--- src/rtl/sdr_wr_pkg.sv ---
package sdr_wr_pkg;

    typedef enum logic [2:0] {
        OP_IDLE,
        OP_OPEN,
        OP_READ,
        OP_WRITE,
        OP_STOP,
        OP_CLOSE,
        OP_RFSH,
        OP_MODE
    } op_e;

    typedef struct packed {
        op_e  op;
        logic a10;
    } cmd_t;

    localparam logic [2:0] LEN_FULL = 3'b111;

    function automatic op_e decode_op(input logic cke, input logic cs_n,
                                      input logic ras_n, input logic cas_n,
                                      input logic we_n);
        op_e o;
        o = OP_IDLE;
        if (cke && !cs_n) begin
            unique case ({ras_n, cas_n, we_n})
                3'b011:  o = OP_OPEN;
                3'b101:  o = OP_READ;
                3'b100:  o = OP_WRITE;
                3'b110:  o = OP_STOP;
                3'b010:  o = OP_CLOSE;
                3'b001:  o = OP_RFSH;
                3'b000:  o = OP_MODE;
                default: o = OP_IDLE;
            endcase
        end
        return o;
    endfunction

    function automatic logic [2:0] len_mask(input logic [2:0] code);
        logic [2:0] m;
        case (code)
            3'b001:  m = 3'd1;
            3'b010:  m = 3'd3;
            3'b011:  m = 3'd7;
            default: m = 3'd0;
        endcase
        return m;
    endfunction

endpackage

--- src/rtl/sdr_cmd_dec.sv ---
module sdr_cmd_dec
    import sdr_wr_pkg::*;
(
    input  logic cke,
    input  logic cs_n,
    input  logic ras_n,
    input  logic cas_n,
    input  logic we_n,
    input  logic a10,
    output cmd_t cmd
);
    always_comb begin
        cmd.op  = decode_op(cke, cs_n, ras_n, cas_n, we_n);
        cmd.a10 = a10;
    end
endmodule

--- src/rtl/sdr_burst_ctl.sv ---
module sdr_burst_ctl
    import sdr_wr_pkg::*;
#(
    parameter int BA_W  = 2,
    parameter int COL_W = 4
) (
    input  logic             clk,
    input  logic             rst,
    input  cmd_t             cmd,
    input  logic [BA_W-1:0]  ba,
    input  logic [COL_W-1:0] col,
    input  logic [2:0]       len_code,
    output logic             cap,
    output logic [BA_W-1:0]  cap_bank,
    output logic [COL_W-1:0] cap_col,
    output logic             ac_en,
    output logic [BA_W-1:0]  ac_bank
);
    localparam int LEFT_W = 3;

    function automatic logic [COL_W-1:0] step_col(input logic [COL_W-1:0] c,
                                                  input logic [COL_W-1:0] m);
        return (c & ~m) | ((c + COL_W'(1)) & m);
    endfunction

    logic [2:0]        mode_q;
    logic              run_q, full_q, ac_q;
    logic [BA_W-1:0]   bank_q;
    logic [COL_W-1:0]  col_q, mask_q;
    logic [LEFT_W-1:0] left_q;

    logic is_wr, is_rd, is_stop, is_close, close_hit, cont, new_full, single, last;
    logic [COL_W-1:0] new_mask;

    always_comb begin
        is_wr     = (cmd.op == OP_WRITE);
        is_rd     = (cmd.op == OP_READ);
        is_stop   = (cmd.op == OP_STOP);
        is_close  = (cmd.op == OP_CLOSE);
        close_hit = is_close && (cmd.a10 || (ba == bank_q));
        cont      = run_q && !is_wr && !is_rd && !is_stop && !close_hit;
        new_full  = (mode_q == LEN_FULL);
        new_mask  = new_full ? '1 : COL_W'(len_mask(mode_q));
        single    = !new_full && (new_mask == '0);
        last      = cont && !full_q && (left_q == LEFT_W'(1));
        cap       = is_wr || cont;
        cap_bank  = is_wr ? ba  : bank_q;
        cap_col   = is_wr ? col : col_q;
        ac_en     = (is_wr && single && cmd.a10) || (last && ac_q);
        ac_bank   = is_wr ? ba : bank_q;
    end

    always_ff @(posedge clk) begin
        if (rst) begin
            mode_q <= 3'b000;
            run_q  <= 1'b0;
            full_q <= 1'b0;
            ac_q   <= 1'b0;
            bank_q <= '0;
            col_q  <= '0;
            mask_q <= '0;
            left_q <= '0;
        end else begin
            if (cmd.op == OP_MODE) begin
                mode_q <= len_code;
            end
            if (is_wr) begin
                run_q  <= !single;
                full_q <= new_full;
                ac_q   <= cmd.a10 && !new_full;
                bank_q <= ba;
                col_q  <= step_col(col, new_mask);
                mask_q <= new_mask;
                left_q <= new_mask[LEFT_W-1:0];
            end else if (cont) begin
                col_q <= step_col(col_q, mask_q);
                if (!full_q) begin
                    left_q <= left_q - LEFT_W'(1);
                    if (left_q == LEFT_W'(1)) begin
                        run_q <= 1'b0;
                    end
                end
            end else begin
                run_q <= 1'b0;
            end
        end
    end

    // a fixed burst that used its last slot is idle afterwards
    a_r5_fixed_stops: assert property (@(posedge clk) disable iff (rst)
        (cont && !full_q && left_q == LEFT_W'(1) && !is_wr) |=> !run_q);

    // a full-page burst that keeps going stays active
    a_r6_full_persists: assert property (@(posedge clk) disable iff (rst)
        (cont && full_q) |=> run_q);

    // remaining count never exceeds the burst span
    a_r4_left_bound: assert property (@(posedge clk) disable iff (rst)
        (run_q && !full_q) |-> (left_q <= mask_q[LEFT_W-1:0]));
endmodule

--- src/rtl/sdr_bank_track.sv ---
module sdr_bank_track #(
    parameter int BA_W  = 2,
    parameter int ROW_W = 13,
    localparam int NB   = 1 << BA_W
) (
    input  logic                       clk,
    input  logic                       rst,
    input  logic                       act_en,
    input  logic [BA_W-1:0]            act_bank,
    input  logic [ROW_W-1:0]           act_row,
    input  logic [NB-1:0]              close_vec,
    output logic [NB-1:0]              open_vec,
    output logic [NB-1:0][ROW_W-1:0]   row_of
);
    for (genvar i = 0; i < NB; i++) begin : g_bank
        always_ff @(posedge clk) begin
            if (rst) begin
                open_vec[i] <= 1'b0;
                row_of[i]   <= '0;
            end else if (act_en && act_bank == BA_W'(i)) begin
                open_vec[i] <= 1'b1;
                row_of[i]   <= act_row;
            end else if (close_vec[i]) begin
                open_vec[i] <= 1'b0;
            end
        end
    end

    // activation marks the bank open on the next cycle
    a_r13_act_opens: assert property (@(posedge clk) disable iff (rst)
        act_en |=> open_vec[$past(act_bank)]);
endmodule

--- src/rtl/sdr_wr_capture.sv ---
module sdr_wr_capture
    import sdr_wr_pkg::*;
#(
    parameter int ADDR_W = 13,
    parameter int BA_W   = 2,
    parameter int COL_W  = 4,
    parameter int DQ_W   = 16,
    localparam int NB    = 1 << BA_W,
    localparam int DM_W  = DQ_W / 8
) (
    input  logic              clk,
    input  logic              rst,
    input  logic              cke,
    input  logic              cs_n,
    input  logic              ras_n,
    input  logic              cas_n,
    input  logic              we_n,
    input  logic [BA_W-1:0]   ba,
    input  logic [ADDR_W-1:0] addr,
    input  logic [DQ_W-1:0]   dq,
    input  logic [DM_W-1:0]   dqm,
    output logic              wr_en,
    output logic [BA_W-1:0]   wr_bank,
    output logic [ADDR_W-1:0] wr_row,
    output logic [COL_W-1:0]  wr_col,
    output logic [DQ_W-1:0]   wr_data,
    output logic [DM_W-1:0]   wr_be,
    output logic [NB-1:0]     bank_open
);
    localparam int FLAG_BIT = 10;

    cmd_t                      cmd;
    logic                      cap, ac_en;
    logic [BA_W-1:0]           cap_bank, ac_bank;
    logic [COL_W-1:0]          cap_col;
    logic [NB-1:0]             close_vec;
    logic [NB-1:0][ADDR_W-1:0] row_of;

    sdr_cmd_dec i_dec (
        .cke   (cke),
        .cs_n  (cs_n),
        .ras_n (ras_n),
        .cas_n (cas_n),
        .we_n  (we_n),
        .a10   (addr[FLAG_BIT]),
        .cmd   (cmd)
    );

    sdr_burst_ctl #(.BA_W(BA_W), .COL_W(COL_W)) i_burst (
        .clk      (clk),
        .rst      (rst),
        .cmd      (cmd),
        .ba       (ba),
        .col      (addr[COL_W-1:0]),
        .len_code (addr[2:0]),
        .cap      (cap),
        .cap_bank (cap_bank),
        .cap_col  (cap_col),
        .ac_en    (ac_en),
        .ac_bank  (ac_bank)
    );

    always_comb begin
        close_vec = '0;
        if (cmd.op == OP_CLOSE) begin
            if (cmd.a10) close_vec = '1;
            else         close_vec[ba] = 1'b1;
        end
        if (ac_en) begin
            close_vec[ac_bank] = 1'b1;
        end
    end

    sdr_bank_track #(.BA_W(BA_W), .ROW_W(ADDR_W)) i_banks (
        .clk       (clk),
        .rst       (rst),
        .act_en    (cmd.op == OP_OPEN),
        .act_bank  (ba),
        .act_row   (addr),
        .close_vec (close_vec),
        .open_vec  (bank_open),
        .row_of    (row_of)
    );

    always_ff @(posedge clk) begin
        if (rst) begin
            wr_en   <= 1'b0;
            wr_bank <= '0;
            wr_row  <= '0;
            wr_col  <= '0;
            wr_data <= '0;
            wr_be   <= '0;
        end else begin
            wr_en   <= cap && (dqm != '1);
            wr_bank <= cap_bank;
            wr_row  <= row_of[cap_bank];
            wr_col  <= cap_col;
            wr_data <= dq;
            wr_be   <= ~dqm;
        end
    end

    // a READ cycle never yields a write
    a_r8_read_blocks: assert property (@(posedge clk) disable iff (rst)
        (cmd.op == OP_READ) |=> !wr_en);

    // the terminate cycle word is dropped
    a_r9_stop_drops: assert property (@(posedge clk) disable iff (rst)
        (cmd.op == OP_STOP) |=> !wr_en);

    // a fully masked word is not written
    a_r12_all_masked: assert property (@(posedge clk) disable iff (rst)
        (dqm == '1) |=> !wr_en);

    // close-all leaves every bank closed
    a_r10_close_all: assert property (@(posedge clk) disable iff (rst)
        (cmd.op == OP_CLOSE && cmd.a10) |=> (bank_open == '0));

    // a deselected cycle opens no bank
    a_r2_deselect_quiet: assert property (@(posedge clk) disable iff (rst)
        (cs_n || !cke) |=> $stable(bank_open) || (bank_open == '0) ||
                           ($countones(bank_open) < $countones($past(bank_open))));
endmodule

--- config.mk ---
export PLATFORM = sky130hd
export DESIGN_NAME = sdr_wr_capture
export DESIGN_NICKNAME = d
export VERILOG_FILES = /design/src/rtl/sdr_wr_pkg.sv /design/src/rtl/sdr_cmd_dec.sv /design/src/rtl/sdr_burst_ctl.sv /design/src/rtl/sdr_bank_track.sv /design/src/rtl/sdr_wr_capture.sv
export SDC_FILE = /design/constraint.sdc
export NUM_CORES = 1
export LEC_CHECK = 0
export BUFFER_PORTS_ARGS = -buffer_cell sky130_fd_sc_hd__buf_2
export CAP_MARGIN = 20
export CELL_PAD_IN_SITES_DETAIL_PLACEMENT = 1
export CELL_PAD_IN_SITES_GLOBAL_PLACEMENT = 1
export CORE_MARGIN = 2
export CORE_UTILIZATION = 38
export CTS_BUF_LIST = sky130_fd_sc_hd__clkbuf_2 sky130_fd_sc_hd__clkbuf_4 sky130_fd_sc_hd__clkbuf_8
export DETAILED_ROUTE_END_ITERATION = 10
export GPL_ROUTABILITY_DRIVEN = 0
export PLACE_DENSITY_LB_ADDON = 0.2
export SYNTH_ARGS = -nofsm -noshare
export SYNTH_HDL_FRONTEND = slang
export SYNTH_SLANG_ARGS = --single-unit
--- constraint.sdc ---
create_clock -name clk -period 1.65 [get_ports clk]
set_input_delay 0.33 -clock clk [delete_from_list [all_inputs] [get_ports clk]]
set_output_delay 0.33 -clock clk [all_outputs]
set_load 0.02 [all_outputs]
==> impl_metrics.tcl, run 1 <==
set metrics [dict create \
    synth_fa_ha_area_share_pct 1.38 \
    powerDensity_nw_per_um2 851 \
    async_flop_share_pct 0 \
    route.layer.met1.wl_um 5740 \
    grt_first_pass_wirelength_um 20900 \
    clk_latency_ns 0.39 \
    cts-root-buf "clkbuf_8" \
    viasPerCell 5.10 \
    final.setup.worst_slack_ns -0.0148 \
    vias 3929 \
    clk_pin_slew_worst_paths_ns 0.10 \
    grt_usage_pct 21.1 \
    start_util_pct 38.6 \
    drt_iter0_drc 185 \
    synth-simple-area-share_pct 20.2 \
    synth_nets 560 \
    synth_cell_types 45 \
    dpl.hpwl_um 8840 \
    synthTopCellsByArea "dfxtp_1 (51%), nand2_1 (11%), a21oi_1 (9.2%)" \
    synthMuxAreaShare_pct 1.99 \
    hold_start "dqm[1]" \
    pre_cts_ws_ns -0.168 \
    p_leak_nw 2.19 \
    rsz0062_at_grt "yes" \
    cts_hold_buf 0 \
    drt_pass1_iterations 4 \
    finClkSkew_ns 0.00810 \
    htreeDepth 3 \
    antenna-diode-count 0 \
    finalNetCount 666 \
    cts.path.max_buffers 2 \
    rrSetupSlack_ns -0.01 \
    syn_avg_cell_area_um2 8.42 \
    yosys.area.top_type "dfxtp_1" \
    hold_viol_final 0 \
    cpPeakStageDelay_ns 0.35 \
    synth.most_common_cell "nand2_1" \
    yosysWarnings 0 \
    synthXorXnorAreaFrac_pct 1.61 \
    finalSetupViolCount 2 \
    crit_required_ns 1.96 \
    reg2reg_to "i_burst.left_q[2]" \
    antenna_left 0 \
    total_power_w 0.00473 \
    drv_cap 0 \
    worst_slew_pin_slew_ns 0.327 \
    cp-end-kind "register" \
    rr_startpoint "i_burst.bank_q[0]" \
    synthToLayoutAreaGrowth_pct 27.7 \
    crit_chain "xnor2_2, a2111oi_4, buf_4, buf_6, o211ai_1, xor2_1, a211oi_1" \
    antenna_found_initial 0 \
    post_drt_wl_per_cell_um 16.2 \
    final_util_pct 49.3 \
    grt_overflow_total 0 \
    cts-buffers-inserted 9 \
    cp-start-kind "register" \
    synth-seq-cells 110 \
    yosysSeqAreaShare_pct 50.7 \
    failed_checks "setup timing" \
    io_pins 82 \
    fin_crit_sh_pct 101 \
    die_area_um2 12300 \
    met3_length_um 611 \
    slowest_stage "dfxtp_2" \
    crit_path_end "i_burst.left_q[2]" \
    grt_start_max_net_pins 49 \
    io_buffers 81 \
    topRoutingLayerUsed "met4" \
    clkSinkCount 110 \
    synth_top_family_by_area "simple AND/OR/NAND/NOR gates" \
    postSynthCellCount 516 \
    critPathKind "reg2reg" \
    worstPathArrival_ns 1.97 \
    cp_max_fo 4 \
    rows 39 \
    die_y_um 111 \
    synthFlopType "dfxtp_1" \
    ir_worst_vdd_mv 0.429 \
    netlist_area_um2 4350 \
    startpoint "i_burst.bank_q[0]" \
    hold_class "in2reg" \
    fp.coreArea_um2 11300 \
    synth_common_cells "nand2_1 (129), dfxtp_1 (110), a21oi_1 (80), a22oi_1 (30), clkbuf_1 (27)" \
    drive_gt1_share_pct 26.2 \
    die_w_um 111 \
    drt-total-wl_um 12500 \
    tritoncts "built" \
    timing.final.max_slew_violations 0 \
    reg2reg_depth 7 \
    drc 0 \
    dr_wl_met2_um 5920 \
    synth_compound_area_share_pct 20.0 \
    slew_headroom_pct 78.2 \
    netlist.area_leader.share_pct 50.7 \
    layout_min_cycle_time_ns 1.66 \
    status "finished, violations left" \
    grt_pass1_vias 4111 \
    fmax_mhz 601 \
    hold_ws_ns 0.106 \
    synth_edf_count 0 \
]
[stage by stage]
step                setup TNS, ns  instance area [um^2]  instances
floorplan                 -0.0867                  4390        516
global placement            -4.72                  5310        753
detailed placement          -4.18                  5310        753
CTS                       -0.0880                  5540        770
global route               -0.191                  5550        770
finish                    -0.0222                  5550        770
[flip-flops by register name, summed over array words and instances (netlist names), named ones only]
signal            count
wr_en                 1
i_burst.col_q         1
i_burst.ac_q          1
i_banks.row_of       52
wr_be                 2
i_burst.mode_q        3
i_burst.run_q         1
i_burst.bank_q        2
i_burst.mask_q        4
wr_row               13
i_banks.open_vec      4
i_burst.left_q        3
wr_col                4
wr_data              16
[what timing repair did]
action                                  CTS  global route
gates resized for setup                   5             4
buffers inserted                          1             0
endpoints found under the setup margin    2             5
pin swaps                                 6             3
[layout by cell type, fill, tap and decap left out, types with 2 or more instances in the layout]
| cell | count |
|---|---|
| a211oi_1 | 2 |
| a21o_1 | 4 |
| a21oi_1 | 80 |
| a22oi_1 | 30 |
| a311oi_1 | 4 |
| and2_1 | 2 |
| and3_1 | 3 |
| buf_12 | 10 |
| buf_2 | 80 |
| buf_4 | 41 |
| buf_6 | 2 |
| clkbuf_8 | 9 |
| clkinv_2 | 2 |
| clkinv_4 | 2 |
| dfxtp_1 | 108 |
| ha_1 | 4 |
| inv_1 | 6 |
| mux2i_1 | 6 |
| nand2_1 | 129 |
| nand2b_1 | 4 |
| nand3_1 | 6 |
| nor2_1 | 25 |
| nor2b_1 | 19 |
| o21ai_0 | 6 |
| o21ai_1 | 2 |
| o2bb2ai_1 | 2 |
| or2_2 | 2 |
| or3_1 | 2 |
| xor2_1 | 5 |
[cells by family after synthesis]
| family | Yosys count |
|---|---|
| simple gates | 201 |
| fa+ha+maj | 5 |
| flops | 110 |
| mux | 8 |
| buf+inv | 44 |
| compound gates | 140 |
| xor+xnor | 8 |
[power by group]
group	leakage, nW	total [W]	internal, W	switching, W
clock	0.0996	0.00166	0.000708	0.000952
sequential	0.893	0.00270	0.00269	0.0000140
combinational	1.20	0.000363	0.000147	0.000216
total	2.19	0.00473	0.00354	0.00118
[critical path, delay by kind of cell, from the launching register on]
kind	cells	cell delay, ns
buffers and inverters	2	0.30
DFF	1	0.35
xor gates and xnor gates	2	0.31
AOI/OAI and AO/OA	3	0.63
[metal layers]
| layer | vias up | track usage, % |
|---|---|---|
| met4 | 0 | 8.17 |
| met5 | - | 0 |
| met1 | 1864 | 27.7 |
| met2 | 89 | 34.6 |
| met3 | 16 | 3.88 |
| li1 | 1960 | - |
[cell type report]
type	instances	area, um^2
clock buffers	9	124
clock inverters	7	73.8
fillers	1353	5720
inverters	6	22.5
multi-input cells	362	2010
flip-flops and latches	110	2210
well taps	143	179
repair buffers	133	931
[worst min path at each step]
stage                               endpoint  slack (ns)  depth (start not counted)
final                               wr_be[1]        0.11                          2
after global routing                wr_be[1]         0.1                          2
after CTS                           wr_be[1]        0.08                          2
after detailed placement   i_burst.mask_q[1]        0.45                          2
after global placement    i_banks.row_of[12]        0.44                          2
after floorplan                     wr_be[1]        0.41                          1
Note: power is estimated with default switching activity, not from simulation.
==> run 2: changes to the inputs <==
- CORE_UTILIZATION: 38 -> 46
- clock period: 1.65 -> 2.1 ns (I/O delays scaled with it)
==> run 2 against run 1 <==
  * The run now ends clean
  * Critical path type unchanged
  * Core utilization is 6.0 points higher
  * Largest power group unchanged
  * Via count shrank 1.2%
  * Maximum frequency is 7.7% lower
  * Total power down 25%
  * Cell count is 8.4% lower
  * Highest routed layer unchanged
  * Critical path depth shrank 1
==> impl_metrics.tcl, run 2 (synthesized netlist as in run 1, its figures left out) <==
set metrics [dict create \
    worst_slew_pin_slew_ns 0.471 \
    status "finished clean" \
    reg2reg_to "i_burst.col_q[0]" \
    use_met1_pct 33.6 \
    holdPathEnd "wr_be[1]" \
    final_cell_area_um2 5080 \
    fmax_mhz 554 \
    top_usage_layer "met2" \
    min_path_cells 2 \
    crit_required_ns 2.37 \
    cts.path.max_buffers 2 \
    timing.final.max_slew_violations 0 \
    final_cell_mix "nand2_1 (129), dfxtp_1 (110), a21oi_1 (80), buf_2 (80), a22oi_1 (30)" \
    cts-buffers-inserted 9 \
    postPlaceCellArea_um2 4890 \
    start_util_pct 47.3 \
    grt_pass1_vias 3854 \
    drive_gt1_share_pct 21.0 \
    antenna_left 0 \
    p_leak_nw 1.95 \
    slew_headroom_pct 68.6 \
    cpPeakStageDelay_ns 0.47 \
    finClkSkew_ns 0.0136 \
    final_util_pct 55.2 \
    die_area_um2 10200 \
    drt_iter0_drc 154 \
    powerDensity_nw_per_um2 701 \
    drt_pass1_iterations 4 \
    grt_first_pass_wirelength_um 19300 \
    tns_ns 0 \
    rsz0062_at_grt "no" \
    drv_cap 0 \
    largest_register "i_banks.row_of" \
    tritoncts "built" \
    grt_overflow_total 0 \
    drc 0 \
    worstPathArrival_ns 2.07 \
    dpl.hpwl_um 7920 \
    antenna_found_initial 0 \
    die_y_um 101 \
    reg_top3 "i_banks.row_of x52, wr_data x16, wr_row x13" \
    grt_usage_pct 24.0 \
    post_drt_wl_per_cell_um 16.8 \
    fin_crit_sh_pct 85.9 \
    total_power_w 0.00356 \
    synthToLayoutAreaGrowth_pct 16.8 \
    finalSetupViolCount 0 \
    slowest_stage "dfxtp_1" \
    io_buffers 81 \
    antenna-diode-count 0 \
    finalNetCount 634 \
    rows 35 \
    rr_startpoint "i_burst.bank_q[1]" \
    critPathKind "reg2reg" \
    layout_commonest_cell "nand2_1" \
    fp.coreArea_um2 9200 \
    rrSetupSlack_ns 0.30 \
    crit_chain "xnor2_1, a2111oi_4, buf_4, o21ai_0, xor2_1, a211oi_1" \
    grt_start_max_net_pins 68 \
    layout_min_cycle_time_ns 1.80 \
    cts_resized 0 \
    reg2reg_depth 6 \
    viasPerCell 5.50 \
    hold_viol_final 0 \
    gr-usage-met2_pct 37.7 \
    hold_class "in2reg" \
    ir_worst_vdd_mv 0.353 \
    io_pins 82 \
    clk_pin_slew_worst_paths_ns 0.10 \
    met3_usage_pct 4.55 \
    clk_latency_ns 0.36 \
    vias 3881 \
    largest_reg_flops 52 \
    clkSinkCount 110 \
    hold_start "dqm[1]" \
    cts_hold_buf 0 \
    cts-root-buf "clkbuf_8" \
    die_w_um 101 \
    cp-end-kind "register" \
    cp_max_fo 7 \
    htreeDepth 3 \
    cp-start-kind "register" \
    hold_ws_ns 0.225 \
    drt-total-wl_um 11800 \
]
## run 2: what timing repair did
| item | 4_1_cts | 5_1_grt |
|---|---|---|
| setup buffers | 0 | 1 |
| hold endpoints to repair | 0 | 0 |
| setup endpoints to repair | 0 | 5 |
## run 2: how the worst max path moves through the flow
| stage | startpoint | to | slack (ns) | depth (start not counted) |
|---|---|---|---|---|
| 6_report | i_burst.bank_q[1] | i_burst.col_q[0] | 0.30 | 6 |
| 5_1_grt | i_burst.bank_q[1] | i_banks.open_vec[3] | 0.11 | 6 |
| 4_1_cts | i_burst.bank_q[0] | i_burst.col_q[0] | 0.16 | 5 |
| 3_5_place_dp | ba[0] | i_burst.col_q[0] | -0.0002 | 6 |
| 3_3_place_gp | ba[0] | register | 0.12 | 6 |
| 2_1_floorplan | ba[0] | register | 0.24 | 6 |
## run 2: power breakdown
part,switching (W),internal (W),total (W)
sequential,0.0000125,0.00211,0.00213
combinational,0.000161,0.0000874,0.000248
clock,0.000716,0.000471,0.00119
## run 2: through the flow
step | setup WS (ns) | std cells
5_1_grt | 0.107 | 705
2_1_floorplan | 0.237 | 516
6_report | 0.296 | 705
3_5_place_dp | -0.000236 | 689
4_1_cts | 0.155 | 704
3_3_place_gp | 0.122 | 689
## run 2: critical path, delay by kind of cell, from the launching register on
kind	cells	cell delay [ns]
compound gates	3	0.73
xor+xnor	2	0.31
buf+inv	1	0.21
flops	1	0.47
## run 2: final cells by class
type	count	area (um^2)
fillers	1134	4120
flip-flops and latches	110	2200
multi-input cells	362	1960
repair buffers	101	571
well taps	111	139
clock buffers	10	138
clock inverters	5	43.8
inverters	6	22.5
## run 2: metal layers
layer,wire (um),vias up
met2,5490,98
met4,131,0
met5,0,-
met3,637,9
li1,-,1892
met1,5570,1882
